$ cat src/rtl/rs_pkg.sv
package rs_pkg;
    typedef enum logic [2:0] {
        SQ_OFF, SQ_UVWAIT, SQ_TRIM, SQ_BG, SQ_REF, SQ_BIAS, SQ_CHG, SQ_RUN
    } seq_state_e;

    function automatic int max4(int a, int b, int c, int d);
        int m;
        m = (a > b) ? a : b;
        m = (m > c) ? m : c;
        m = (m > d) ? m : d;
        return m;
    endfunction
endpackage

$ cat src/rtl/rs_sync.sv
module rs_sync #(
    parameter int W = 4
) (
    input  logic         clk,
    input  logic         rst_n,
    input  logic [W-1:0] d_i,
    output logic [W-1:0] q_o
);
    for (genvar b = 0; b < W; b++) begin : g_bit
        logic meta_q, stable_q;
        always_ff @(posedge clk or negedge rst_n) begin
            if (!rst_n) begin
                meta_q   <= 1'b0;
                stable_q <= 1'b0;
            end else begin
                meta_q   <= d_i[b];
                stable_q <= meta_q;
            end
        end
        assign q_o[b] = stable_q;
    end
endmodule

$ cat src/rtl/rs_seq.sv
module rs_seq
    import rs_pkg::*;
#(
    parameter int BG_CYC   = 16,
    parameter int REF_CYC  = 16,
    parameter int BIAS_CYC = 16,
    parameter int CHG_CYC  = 64
) (
    input  logic       clk,
    input  logic       rst_n,
    input  logic       any_en,
    input  logic       supply_ok,
    output seq_state_e state_o,
    output logic       trim_latch_o,
    output logic       bg_en_o,
    output logic       ref_en_o,
    output logic       bias_en_o,
    output logic       byp_chg_o
);
    localparam int MAXC  = max4(BG_CYC, REF_CYC, BIAS_CYC, CHG_CYC);
    localparam int CNT_W = $clog2(MAXC + 1);

    seq_state_e       state, nxt;
    logic [CNT_W-1:0] cnt, lim;
    logic             timed;

    always_comb begin
        timed = 1'b1;
        lim   = '0;
        unique case (state)
            SQ_BG:   lim = CNT_W'(BG_CYC - 1);
            SQ_REF:  lim = CNT_W'(REF_CYC - 1);
            SQ_BIAS: lim = CNT_W'(BIAS_CYC - 1);
            SQ_CHG:  lim = CNT_W'(CHG_CYC - 1);
            default: timed = 1'b0;
        endcase
    end

    always_comb begin
        nxt = state;
        if (!any_en) begin
            nxt = SQ_OFF;
        end else if (!supply_ok && (state != SQ_OFF) && (state != SQ_UVWAIT)) begin
            nxt = SQ_UVWAIT;
        end else begin
            unique case (state)
                SQ_OFF:    nxt = SQ_UVWAIT;
                SQ_UVWAIT: nxt = supply_ok ? SQ_TRIM : SQ_UVWAIT;
                SQ_TRIM:   nxt = SQ_BG;
                SQ_BG:     nxt = (cnt == lim) ? SQ_REF  : SQ_BG;
                SQ_REF:    nxt = (cnt == lim) ? SQ_BIAS : SQ_REF;
                SQ_BIAS:   nxt = (cnt == lim) ? SQ_CHG  : SQ_BIAS;
                SQ_CHG:    nxt = (cnt == lim) ? SQ_RUN  : SQ_CHG;
                SQ_RUN:    nxt = SQ_RUN;
                default:   nxt = SQ_OFF;
            endcase
        end
    end

    always_ff @(posedge clk or negedge rst_n) begin
        if (!rst_n) begin
            state <= SQ_OFF;
            cnt   <= '0;
        end else begin
            state <= nxt;
            cnt   <= (nxt != state || !timed) ? '0 : cnt + 1'b1;
        end
    end

    always_comb begin
        trim_latch_o = 1'b0;
        bg_en_o      = 1'b0;
        ref_en_o     = 1'b0;
        bias_en_o    = 1'b0;
        byp_chg_o    = 1'b0;
        unique case (state)
            SQ_TRIM: trim_latch_o = 1'b1;
            SQ_BG:   bg_en_o = 1'b1;
            SQ_REF:  begin bg_en_o = 1'b1; ref_en_o = 1'b1; end
            SQ_BIAS: begin bg_en_o = 1'b1; ref_en_o = 1'b1; bias_en_o = 1'b1; end
            SQ_CHG:  begin bg_en_o = 1'b1; ref_en_o = 1'b1; bias_en_o = 1'b1; byp_chg_o = 1'b1; end
            SQ_RUN:  begin bg_en_o = 1'b1; ref_en_o = 1'b1; bias_en_o = 1'b1; end
            default: ;
        endcase
    end

    assign state_o = state;
endmodule

$ cat src/rtl/rs_grant.sv
module rs_grant (
    input  logic clk,
    input  logic rst_n,
    input  logic run,
    input  logic en1,
    input  logic en2,
    input  logic ch1_at_tgt,
    output logic ramp1_o,
    output logic ramp2_o
);
    logic ch2_clear;

    // Channel 2 may start when channel 1 is not requested, or channel 1 is up.
    assign ch2_clear = !en1 || (ramp1_o && ch1_at_tgt);

    always_ff @(posedge clk or negedge rst_n) begin
        if (!rst_n) begin
            ramp1_o <= 1'b0;
            ramp2_o <= 1'b0;
        end else begin
            ramp1_o <= run && en1;
            ramp2_o <= run && en2 && (ramp2_o || ch2_clear);
        end
    end
endmodule

$ cat src/rtl/rail_seq_ctrl.sv
module rail_seq_ctrl
    import rs_pkg::*;
#(
    parameter int BG_CYC   = 16,
    parameter int REF_CYC  = 16,
    parameter int BIAS_CYC = 16,
    parameter int CHG_CYC  = 64
) (
    input  logic clk,
    input  logic rst_n,
    input  logic en1_i,
    input  logic en2_i,
    input  logic supply_ok_i,
    input  logic ch1_at_tgt_i,
    output logic trim_latch_o,
    output logic bg_en_o,
    output logic ref_en_o,
    output logic bias_en_o,
    output logic byp_chg_o,
    output logic ramp1_en_o,
    output logic ramp2_en_o
);
    localparam int NSYNC = 4;

    logic [NSYNC-1:0] sync_q;
    logic             en1_q, en2_q, uvok_q, vo1_q;
    seq_state_e       state;
    logic             run;

    rs_sync #(.W(NSYNC)) u_sync (
        .clk   (clk),
        .rst_n (rst_n),
        .d_i   ({en1_i, en2_i, supply_ok_i, ch1_at_tgt_i}),
        .q_o   (sync_q)
    );

    assign {en1_q, en2_q, uvok_q, vo1_q} = sync_q;

    rs_seq #(
        .BG_CYC   (BG_CYC),
        .REF_CYC  (REF_CYC),
        .BIAS_CYC (BIAS_CYC),
        .CHG_CYC  (CHG_CYC)
    ) u_seq (
        .clk          (clk),
        .rst_n        (rst_n),
        .any_en       (en1_q | en2_q),
        .supply_ok    (uvok_q),
        .state_o      (state),
        .trim_latch_o (trim_latch_o),
        .bg_en_o      (bg_en_o),
        .ref_en_o     (ref_en_o),
        .bias_en_o    (bias_en_o),
        .byp_chg_o    (byp_chg_o)
    );

    assign run = (state == SQ_RUN) && uvok_q;

    rs_grant u_grant (
        .clk        (clk),
        .rst_n      (rst_n),
        .run        (run),
        .en1        (en1_q),
        .en2        (en2_q),
        .ch1_at_tgt (vo1_q),
        .ramp1_o    (ramp1_en_o),
        .ramp2_o    (ramp2_en_o)
    );
endmodule

$ cat config.mk
export PLATFORM = sky130hd
export DESIGN_NAME = rail_seq_ctrl
export DESIGN_NICKNAME = d
export VERILOG_FILES = /design/src/rtl/rs_pkg.sv /design/src/rtl/rs_sync.sv /design/src/rtl/rs_seq.sv /design/src/rtl/rs_grant.sv /design/src/rtl/rail_seq_ctrl.sv
export SDC_FILE = /design/constraint.sdc
export NUM_CORES = 1
export LEC_CHECK = 0
export BUFFER_PORTS_ARGS = -buffer_cell sky130_fd_sc_hd__buf_2
export CAP_MARGIN = 20
export CORE_MARGIN = 1.5
export CORE_UTILIZATION = 57
export DETAILED_ROUTE_END_ITERATION = 6
export GPL_TIMING_DRIVEN = 0
export PLACE_DENSITY = 0.77
export REMOVE_ABC_BUFFERS = 1
export SYNTH_ARGS = -nofsm -noshare
export SYNTH_HDL_FRONTEND = slang
export SYNTH_HIERARCHICAL = 1
export SYNTH_SLANG_ARGS = --single-unit
$ cat constraint.sdc
create_clock -name clk -period 4.4 [get_ports clk]
set_clock_uncertainty 0.2 [all_clocks]
set_input_delay 0.22 -clock clk [delete_from_list [all_inputs] [get_ports clk]]
set_output_delay 0.22 -clock clk [all_outputs]
set_load 0.01 [all_outputs]
# --- Yosys cells after proc, flatten, opt, wreduce, memory -nomap -nowiden ---
# Cells that the tools add are included.
totals:
  register_bits: 20
  latchBits: 0
  ramBits: 0
  romBits: 0
  output_inout_bits: 7
  n_memories: 0
op_classes:
  addsub: 1
  multipliers: 0
  n_div: 0
  n_lt_le_gt_ge: 0
  eq_ne: 10
  shift: 0
  mux: 16
  bitwise: 1
  reduce_logical: 20
ops:
  columns: ["cell", "count"]
  rows:
  - ["$pmux W3 S8", 1]
  - ["$eq A3 B3 Y1 const B", 4]
  - ["$pmux W6 S2", 1]
  - ["$mux W3", 3]
  - ["$mux W1", 8]
  - ["$reduce_or A4 Y1", 2]
  - ["$add A7 B1 Y7 const B", 1]
  - ["$eq A7 B6 Y1", 1]
  - ["$logic_and A1 B1 Y1", 7]
  - ["$mux W7", 1]
  - ["$eq A3 B2 Y1 const B", 2]
  - ["$reduce_or A3 Y1", 2]
  - ["$reduce_or A5 Y1", 1]
  - ["$mux W2", 2]
  - ["$eq A3 B1 Y1 const B", 1]
  - ["$logic_not A1 Y1", 3]
  - ["$logic_not A3 Y1", 1]
  - ["$logic_or A1 B1 Y1", 3]
  - ["$ne A3 B1 Y1 const B", 1]
  - ["$ne A3 B3 Y1", 1]
  - ["$reduce_bool A3 Y1", 1]
  - ["$or A1 B1 Y1", 1]

# --- Longest topological paths before layout ---
# Gate-level depths: netlist of the first run.
depth:
  ltp_word: 11
  mapped_depth: 6
  depth_no_buf: 5

# --- By module ---
# Netlist of the first run, hierarchy kept.
modules_own_cells:
  columns: ["mod", "instances", "cells_each", "area_each_um2", "seq_area_each_um2"]
  rows:
  - ["rs_seq", 1, 61, 570.5, 250.2]
  - ["rs_sync", 1, 12, 230.2, 200.2]
  - ["rs_grant", 1, 7, 73.8, 50.0]
  - ["rail_seq_ctrl", 1, 2, 15.0, 0.0]

# --- Worst setup path before layout of the first run ---
# No wires, ideal clock.
synth_path:
  kind: "reg-to-reg"
  start: "register u_seq.cnt[0]"
  end: "register u_seq.state[0] (netlist: u_seq/state_o[0])"
  setup_ps: 123
  arrival_ps: 1658
  slack_ps: 2419
  path_stages_with_launch: 6
  period_less_slack_ps: 1981
  cell_sequence: "dfrtp_1 or4_1 nor3_1 o21ai_1 maj3_2 o221a_1"
synth_via:
  elab_chain_len: 5
  word_cells_on_any_way: 8
  cone_classes: "eq/ne: 1; mux: 7"
synth_lines:
  columns: ["element", "line_no", "text"]
  rows:
  - ["start: declaration", "rs_seq.sv:24", "logic [CNT_W-1:0] cnt, lim;"]
  - ["start signal: assignment", "rs_seq.sv:66", "cnt <= (nxt != state || !timed) ? '0 : cnt + 1'b1;"]
  - ["$eq A7 B6 Y1 (*)", null, null]
  - ["$mux W1 (tied with other cells)", "rs_seq.sv:51, rs_seq.sv:53", null]
  - ["$pmux W3 S8 (*)", "rs_seq.sv:46", "unique case (state)"]
  - ["$mux W3 (*)", "rs_seq.sv:43", "end else if (!supply_ok && (state != SQ_OFF) && (state != SQ_UVWAIT)) begin"]
  - ["$mux W3 (*)", "rs_seq.sv:41", "if (!any_en) begin"]
  - ["named net u_seq.nxt[0]", "rs_seq.sv:23", "seq_state_e state, nxt;"]
  - ["end signal: assignment", "rs_seq.sv:65", "state <= nxt;"]
  - ["end: declaration", "rs_seq.sv:23", null]
# Mark *: on every way through the listed nets, which the timed path passes. The rest lies on a longest branch.

# --- Final worst setup path of the first run ---
# Ends and elaborated chain as after synthesis.

==> results_dict.tcl, run 1 <==
set metrics [dict create \
    r2r-start "u_seq/cnt[0]" \
    rows 14 \
    drtAntennaViolNets 0 \
    grt_pass1_wl_um 2350 \
    layout_min_cycle_time_ps 2130 \
    synth_top_cell_by_area "dfrtp_1" \
    worstSetupEndpointType "flop" \
    fin_ws_ps 2270 \
    gr-usage-all-layers_pct 17.9 \
    worst_slew_pin_slew_ps 419 \
    grt_max_degree 21 \
    ys.flop_type "dfrtp_1" \
    setup_tns_ps 0 \
    setup_viol 0 \
    whs_path_depth 0 \
    peakVddDrop_mv 0.219 \
    dp.cells 103 \
    setup.worst_path.class "reg2reg" \
    start_util_pct 59.7 \
    clkSinkCount 20 \
    grt.overflow.total 0 \
    drcViolationCount 0 \
    start_kind "flop" \
    leakage_nw 0.483 \
    synth_top_area_share_pct 56.3 \
    grt.met3_usage_pct 3.88 \
    cts-root-buf "clkbuf_4" \
    crit_fanout 5 \
    rsz0062_at_grt "no" \
    die_area_um2 1810 \
    clock_latency_ps 300 \
    portBuffers 12 \
    cp_cell_sequence "or4_1 > nor3_1 > o21ai_1 > maj3_2 > o221a_1" \
    ys_seq_area_share_pct 56.3 \
    outcome "complete, no violations" \
    cts_tree "done" \
    core_area_um2 1490 \
    slew_violations 0 \
    first_pass_iters 4 \
    cp_slowest_cell "or4_1" \
    synth.area.top_cells "dfrtp_1 (56%), nor2_1 (4.6%), buf_4 (3.4%)" \
    routed_wl_um 1370 \
    numCtsBuffers 3 \
    wire_per_inst_um 12.2 \
    ys_ff_latch 20 \
    ios 13 \
    relSlewSlack_pct 72.1 \
    die_h_um 42.5 \
    place_congestion 0.723 \
    r2r_end "u_seq/state_o[0]" \
    n_antenna_cell 0 \
    final_cells 112 \
    hp-class "reg2reg" \
    rr_worst_depth 5 \
    drtIter0Drc 4 \
    netlist_instances 82 \
    crit_buf_inv 0 \
    grt_use_met1_pct 21.2 \
    max_cap_violations 0 \
    synthDistinctLibCells 32 \
    path_clk_slew_ps 120 \
    power_density_nw_per_um2 369 \
    grt.busiest_layer "met2" \
    max_freq_ghz 0.470 \
    antenna_found_initial 0 \
    drive_gt1_share_pct 19.8 \
    netlist_area_um2 890 \
    clock_path_buffers 2 \
    cp.depth 5 \
    synth_edf_count 0 \
    viasPerCell 5.31 \
    fin_nets 104 \
    synth_area_per_cell_um2 10.8 \
    met2_usage_pct 30.5 \
    finalHoldViolations 0 \
    ys_async_sr_fraction_pct 100 \
    holdCritStartpoint "u_sync/g_bit[2].meta_q" \
    crit_arrival_ps 2120 \
    cts_max_level 1 \
    vias 595 \
    critPathTopFamily "simple AND/OR/NAND/NOR gates" \
    finalCritPeriodShare_pct 48.3 \
    critPathRequiredTime_ps 4400 \
    die_x_um 42.5 \
    hpwl_um 896 \
    nFillCells 111 \
    finalPower_uw 379 \
    area_delta_synth_final_pct 15.6 \
    min_to "u_sync/g_bit[2].stable_q" \
    grt_pass1_vias 575 \
    pre_cts_ws_ps 2310 \
    yosysWarningCount 6 \
    rrSetupSlack_ps 2270 \
    max_stage_delay_ps 540 \
]
where the power goes:
group	switching (mW)	internal, mW	leakage [nW]
Sequential	0.00851	0.191	0.257
Clock	0.0548	0.0919	0.0279
Combinational	0.0168	0.0164	0.199
synthesized netlist by cell type (2+ instances only):
master,n
and2_1,2
and4_1,2
buf_2,2
buf_4,4
dfrtp_1,20
inv_1,2
nand2_1,8
nand3_1,2
nand3b_1,2
nor2_1,11
nor3b_1,2
or3_1,2
xnor2_1,2
xor2_1,3
how the worst max path moves through the flow:
stage	end	slack [ps]	start
6_report	u_seq/state_o[0]	2270	u_seq/cnt[0]
5_1_grt	u_seq/state_o[0]	2220	u_seq/cnt[0]
4_1_cts	u_seq/state_o[0]	2290	u_seq/cnt[0]
3_5_place_dp	u_seq/state_o[0]	2310	u_seq/cnt[0]
3_3_place_gp	u_seq/state_o[0]	2360	u_seq/cnt[0]
2_1_floorplan	u_seq/state_o[0]	2420	u_seq/cnt[0]
logic make-up after synthesis:
family / count (synthesis) / share of synthesized area, %
AND/OR/NAND/NOR: 39 / 23.9
AO/OA/AOI/OAI: 6 / 5.35
multiplexers: 1 / 1.13
adder cells (fa/ha/maj): 2 / 2.67
XOR/XNOR: 5 / 4.92
flip-flops: 20 / 56.3
buffers and inverters: 9 / 5.77
worst register-to-register path: stages, from the launching register on:
cell and delay, ps:
dfrtp_1 440, or4_1 540, nor3_1 200, o21ai_1 130, maj3_2 320, o221a_1 210
sequential cells by signal, summed over array words and instances (netlist names):
register / cells
u_seq/state_o: 3
u_seq/cnt: 7
u_sync/g_bit.stable_q: 4
u_sync/g_bit.meta_q: 4
u_grant/ramp2_o: 1
u_grant/ramp1_o: 1
stage by stage:
| stage | hold slack, ps | utilization, % | cell area [µm²] |
|---|---|---|---|
| finish | 153 | 69.1 | 1030 |
| global route | 167 | 69.1 | 1030 |
| CTS | 161 | 69.1 | 1030 |
| detailed placement | -17.1 | 62.2 | 926 |
| global placement | -20.9 | 62.2 | 926 |
| floorplan | -276 | - | 846 |
cells in the final DEF (no fill, tap or decap), types with 2 or more instances in the layout:
master	n
nand3_1	2
and2_1	2
buf_2	12
dfrtp_1	20
clkbuf_4	3
dlygate4sd3_1	5
and4_1	2
xor2_1	3
inv_1	2
nand3b_1	2
nor2_1	11
nor3b_1	2
xnor2_1	2
nand2_1	8
or3_1	2
area by class of cell:
cell class	count	area [µm²]	area share [%]
Inverter	2	7.51	0.730
Sequential cell	20	500	48.7
Clock inverter	1	30.0	2.92
Tap cell	16	20.0	1.95
Clock buffer	3	22.5	2.19
Timing Repair Buffer	17	110	10.7
Multi-Input combinational cell	53	338	32.8
per-layer routing:
layer,wire length (µm),part of all wire [%]
met1,627,46
met3,39,2.9
met2,688,50
met5,0,0
met4,9,0.66
what timing repair did:
item / in CTS / in global routing
hold endpoints to repair: 24 / 0
buffers inserted: 0 / 0
resized for setup: 0 / 0
hold buffers: 5 / 0
Power figures use the tool's default switching activity.
==> inputs of run 2 (changes only) <==
--- a/config.mk
+++ b/config.mk
@@ -5,13 +5,14 @@
 export SDC_FILE = /design/constraint.sdc
 export NUM_CORES = 1
 export LEC_CHECK = 0
+export ABC_AREA = 1
 export BUFFER_PORTS_ARGS = -buffer_cell sky130_fd_sc_hd__buf_2
 export CAP_MARGIN = 20
 export CORE_MARGIN = 1.5
-export CORE_UTILIZATION = 57
+export CORE_UTILIZATION = 51
 export DETAILED_ROUTE_END_ITERATION = 6
 export GPL_TIMING_DRIVEN = 0
-export PLACE_DENSITY = 0.77
+export PLACE_DENSITY = 0.71
 export REMOVE_ABC_BUFFERS = 1
 export SYNTH_ARGS = -nofsm -noshare
 export SYNTH_HDL_FRONTEND = slang
==> constraint.sdc (replaced) <==
create_clock -name clk -period 1.9 [get_ports clk]
set_clock_uncertainty 0.2 [all_clocks]
set_input_delay 0.095 -clock clk [delete_from_list [all_inputs] [get_ports clk]]
set_output_delay 0.095 -clock clk [all_outputs]
set_load 0.01 [all_outputs]
==> results_dict.tcl, run 2 <==
set metrics [dict create \
    area_delta_synth_final_pct 20.5 \
    path_clk_slew_ps 110 \
    cp_cell_sequence "buf_4 > nor2_2 > inv_1 > a21oi_2 > inv_1 > a21oi_1 > o21ai_1 > nand3_4 > nor3_2" \
    vias 849 \
    rsz0062_at_grt "yes" \
    layout_commonest_cell "nand2_1" \
    netlist_instances 126 \
    ys.flop_type "dfrtp_1" \
    place_congestion 0.775 \
    grt_max_degree 21 \
    ys_seq_area_share_pct 43.9 \
    crit_arrival_ps 1930 \
    synth.area.top_cells "dfrtp_1 (44%), nand2_1 (6.3%), nor3_2 (6.1%)" \
    synth_area_per_cell_um2 9.05 \
    drcViolationCount 0 \
    die_area_um2 2530 \
    largest_reg_flops 7 \
    max_stage_delay_ps 490 \
    yosysMostFrequentCell "dfrtp_1" \
    clkSinkCount 20 \
    routed_wl_um 2010 \
    design_area_um2 1370 \
    post-route-util_pct 67.3 \
    slew_violations 0 \
    power_density_nw_per_um2 1350 \
    peakVddDrop_mv 0.853 \
    pre_cts_ws_ps -229 \
    wire_per_inst_um 11.4 \
    drtIter0Drc 13 \
    critPathTopFamily "flip-flops" \
    ios 13 \
    setup.worst_path.class "reg2reg" \
    crit_buf_inv 3 \
    synth_edf_count 0 \
    cp_common_cell "inv_1" \
    dpl_cell_area_um2 1170 \
    first_pass_iters 4 \
    clock_path_buffers 2 \
    clock_latency_ps 290 \
    die_x_um 50.3 \
    outcome "finished, violations left" \
    violations "setup timing" \
    die_h_um 50.3 \
    max_cap_violations 0 \
    drtAntennaViolNets 0 \
    synthDistinctLibCells 27 \
    rows 16 \
    worstSetupEndpointType "flop" \
    regMostFlops "u_seq/cnt" \
    setup_viol 7 \
    numCtsBuffers 3 \
    worst_slew_pin_slew_ps 424 \
    nFillCells 176 \
    finalPower_mw 1.85 \
    leakage_nw 0.694 \
    synth_top_area_share_pct 43.9 \
    cp_slowest_cell "dfrtp_2" \
    worst_hold_slack_ps 67.1 \
    layout_min_cycle_time_ps 1940 \
    grt_pass1_vias 833 \
    grt.overflow.total 0 \
    cp.depth 9 \
    hpwl_um 1300 \
    cts_tree "done" \
    ys_ff_latch 20 \
    gr-usage-all-layers_pct 18.7 \
    synth_top_cell_by_area "dfrtp_1" \
    drive_gt1_share_pct 42.3 \
    hp-class "in2async" \
    fin_ws_ps -43.4 \
    fin_nets 157 \
    netlist_area_um2 1140 \
    start_util_pct 55.8 \
    final_cell_mix "nand2_1 (18), inv_1 (17), dfrtp_1 (17), buf_2 (12), buf_4 (9)" \
    crit_fanout 7 \
    yosysWarningCount 6 \
    cts_max_level 1 \
    grt_pass1_wl_um 3510 \
    antenna_found_initial 0 \
    core_area_um2 2040 \
    relSlewSlack_pct 71.8 \
    cts-root-buf "clkbuf_4" \
    ys_async_sr_fraction_pct 100 \
    synth_commonest_cells "dfrtp_1 (20), nand2_1 (19), inv_1 (17)" \
    viasPerCell 4.82 \
    critPathRequiredTime_ps 1890 \
    finalHoldViolations 0 \
    start_kind "flop" \
    portBuffers 12 \
    reg_top3 "u_seq/cnt: 7 flops, u_sync/g_bit.meta_q: 4 flops, u_sync/g_bit.stable_q: 4 flops" \
    finalCritPeriodShare_pct 102 \
    rr_worst_depth 9 \
    n_antenna_cell 0 \
    max_freq_ghz 0.515 \
]
run 2: area by class of cell:
type / count / area (µm²) / area share (%)
clock inverters: 1 / 30.0 / 2.19
well taps: 27 / 33.8 / 2.46
inverters: 20 / 80.1 / 5.83
clock buffers: 3 / 22.5 / 1.64
repair buffers: 27 / 189 / 13.8
multi-input cells: 78 / 514 / 37.4
flip-flops and latches: 20 / 504 / 36.7
run 2: worst paths after layout:
| path | from | to | slack [ps] |
|---|---|---|---|
| min in group clk | u_sync/g_bit[2].meta_q | u_sync/g_bit[2].stable_q | 160 |
| max in group asynchronous | rst_n | u_seq/state_o[2] | 1110 |
| max | u_seq/state_o[2] | u_seq/cnt[0] | -40 |
| min | rst_n | u_sync/g_bit[0].meta_q | 70 |
| max reg2reg | u_seq/state_o[2] | u_seq/cnt[0] | -40 |
| min reg2reg | u_sync/g_bit[2].meta_q | u_sync/g_bit[2].stable_q | 160 |
run 2: layer usage:
metal	GRT usage (%)	up-vias	wire (µm)
met4	8.80	0	14
li1	-	435	-
met2	30.5	12	976
met3	2.98	2	67
met5	0	-	0
met1	24.3	400	949
run 2: what timing repair did:
item,CTS,global route
buffers inserted,9,1
gates resized for setup,9,2
cloned,0,0
hold endpoints to repair,24,0
hold buffers,5,0
endpoints found under the setup margin,7,7
pin swaps,2,4
run 2: cells by family after synthesis:
family          count (synthesis)  synth area share [%]
simple gates                   64                  34.2
buf+inv                        28                  13.0
flops                          20                  43.9
compound gates                  8                  3.95
xor+xnor                        5                  3.84
fa+ha+maj                       1                  1.10
run 2: worst reg2reg max path, delay by kind of cell (launching register included):
family / cells / cell delay (ps)
and+or+nand+nor: 3 / 370
AOI/OAI and AO/OA: 3 / 450
DFF: 1 / 490
buffers and inverters: 3 / 350
run 2: through the flow:
stage / TNS (ps) / instances
final: -279 / 176
after global routing: -1380 / 176
after CTS: -214 / 175
after detailed placement: -1490 / 157
after global placement: -1270 / 157
after floorplan: 0 / 118
run 2: power breakdown:
group	switching [mW]	total (mW)	internal, mW
Sequential	0.0991	0.576	0.477
Clock	0.122	0.335	0.213
Combinational	0.567	0.938	0.371
Total	0.789	1.85	1.06
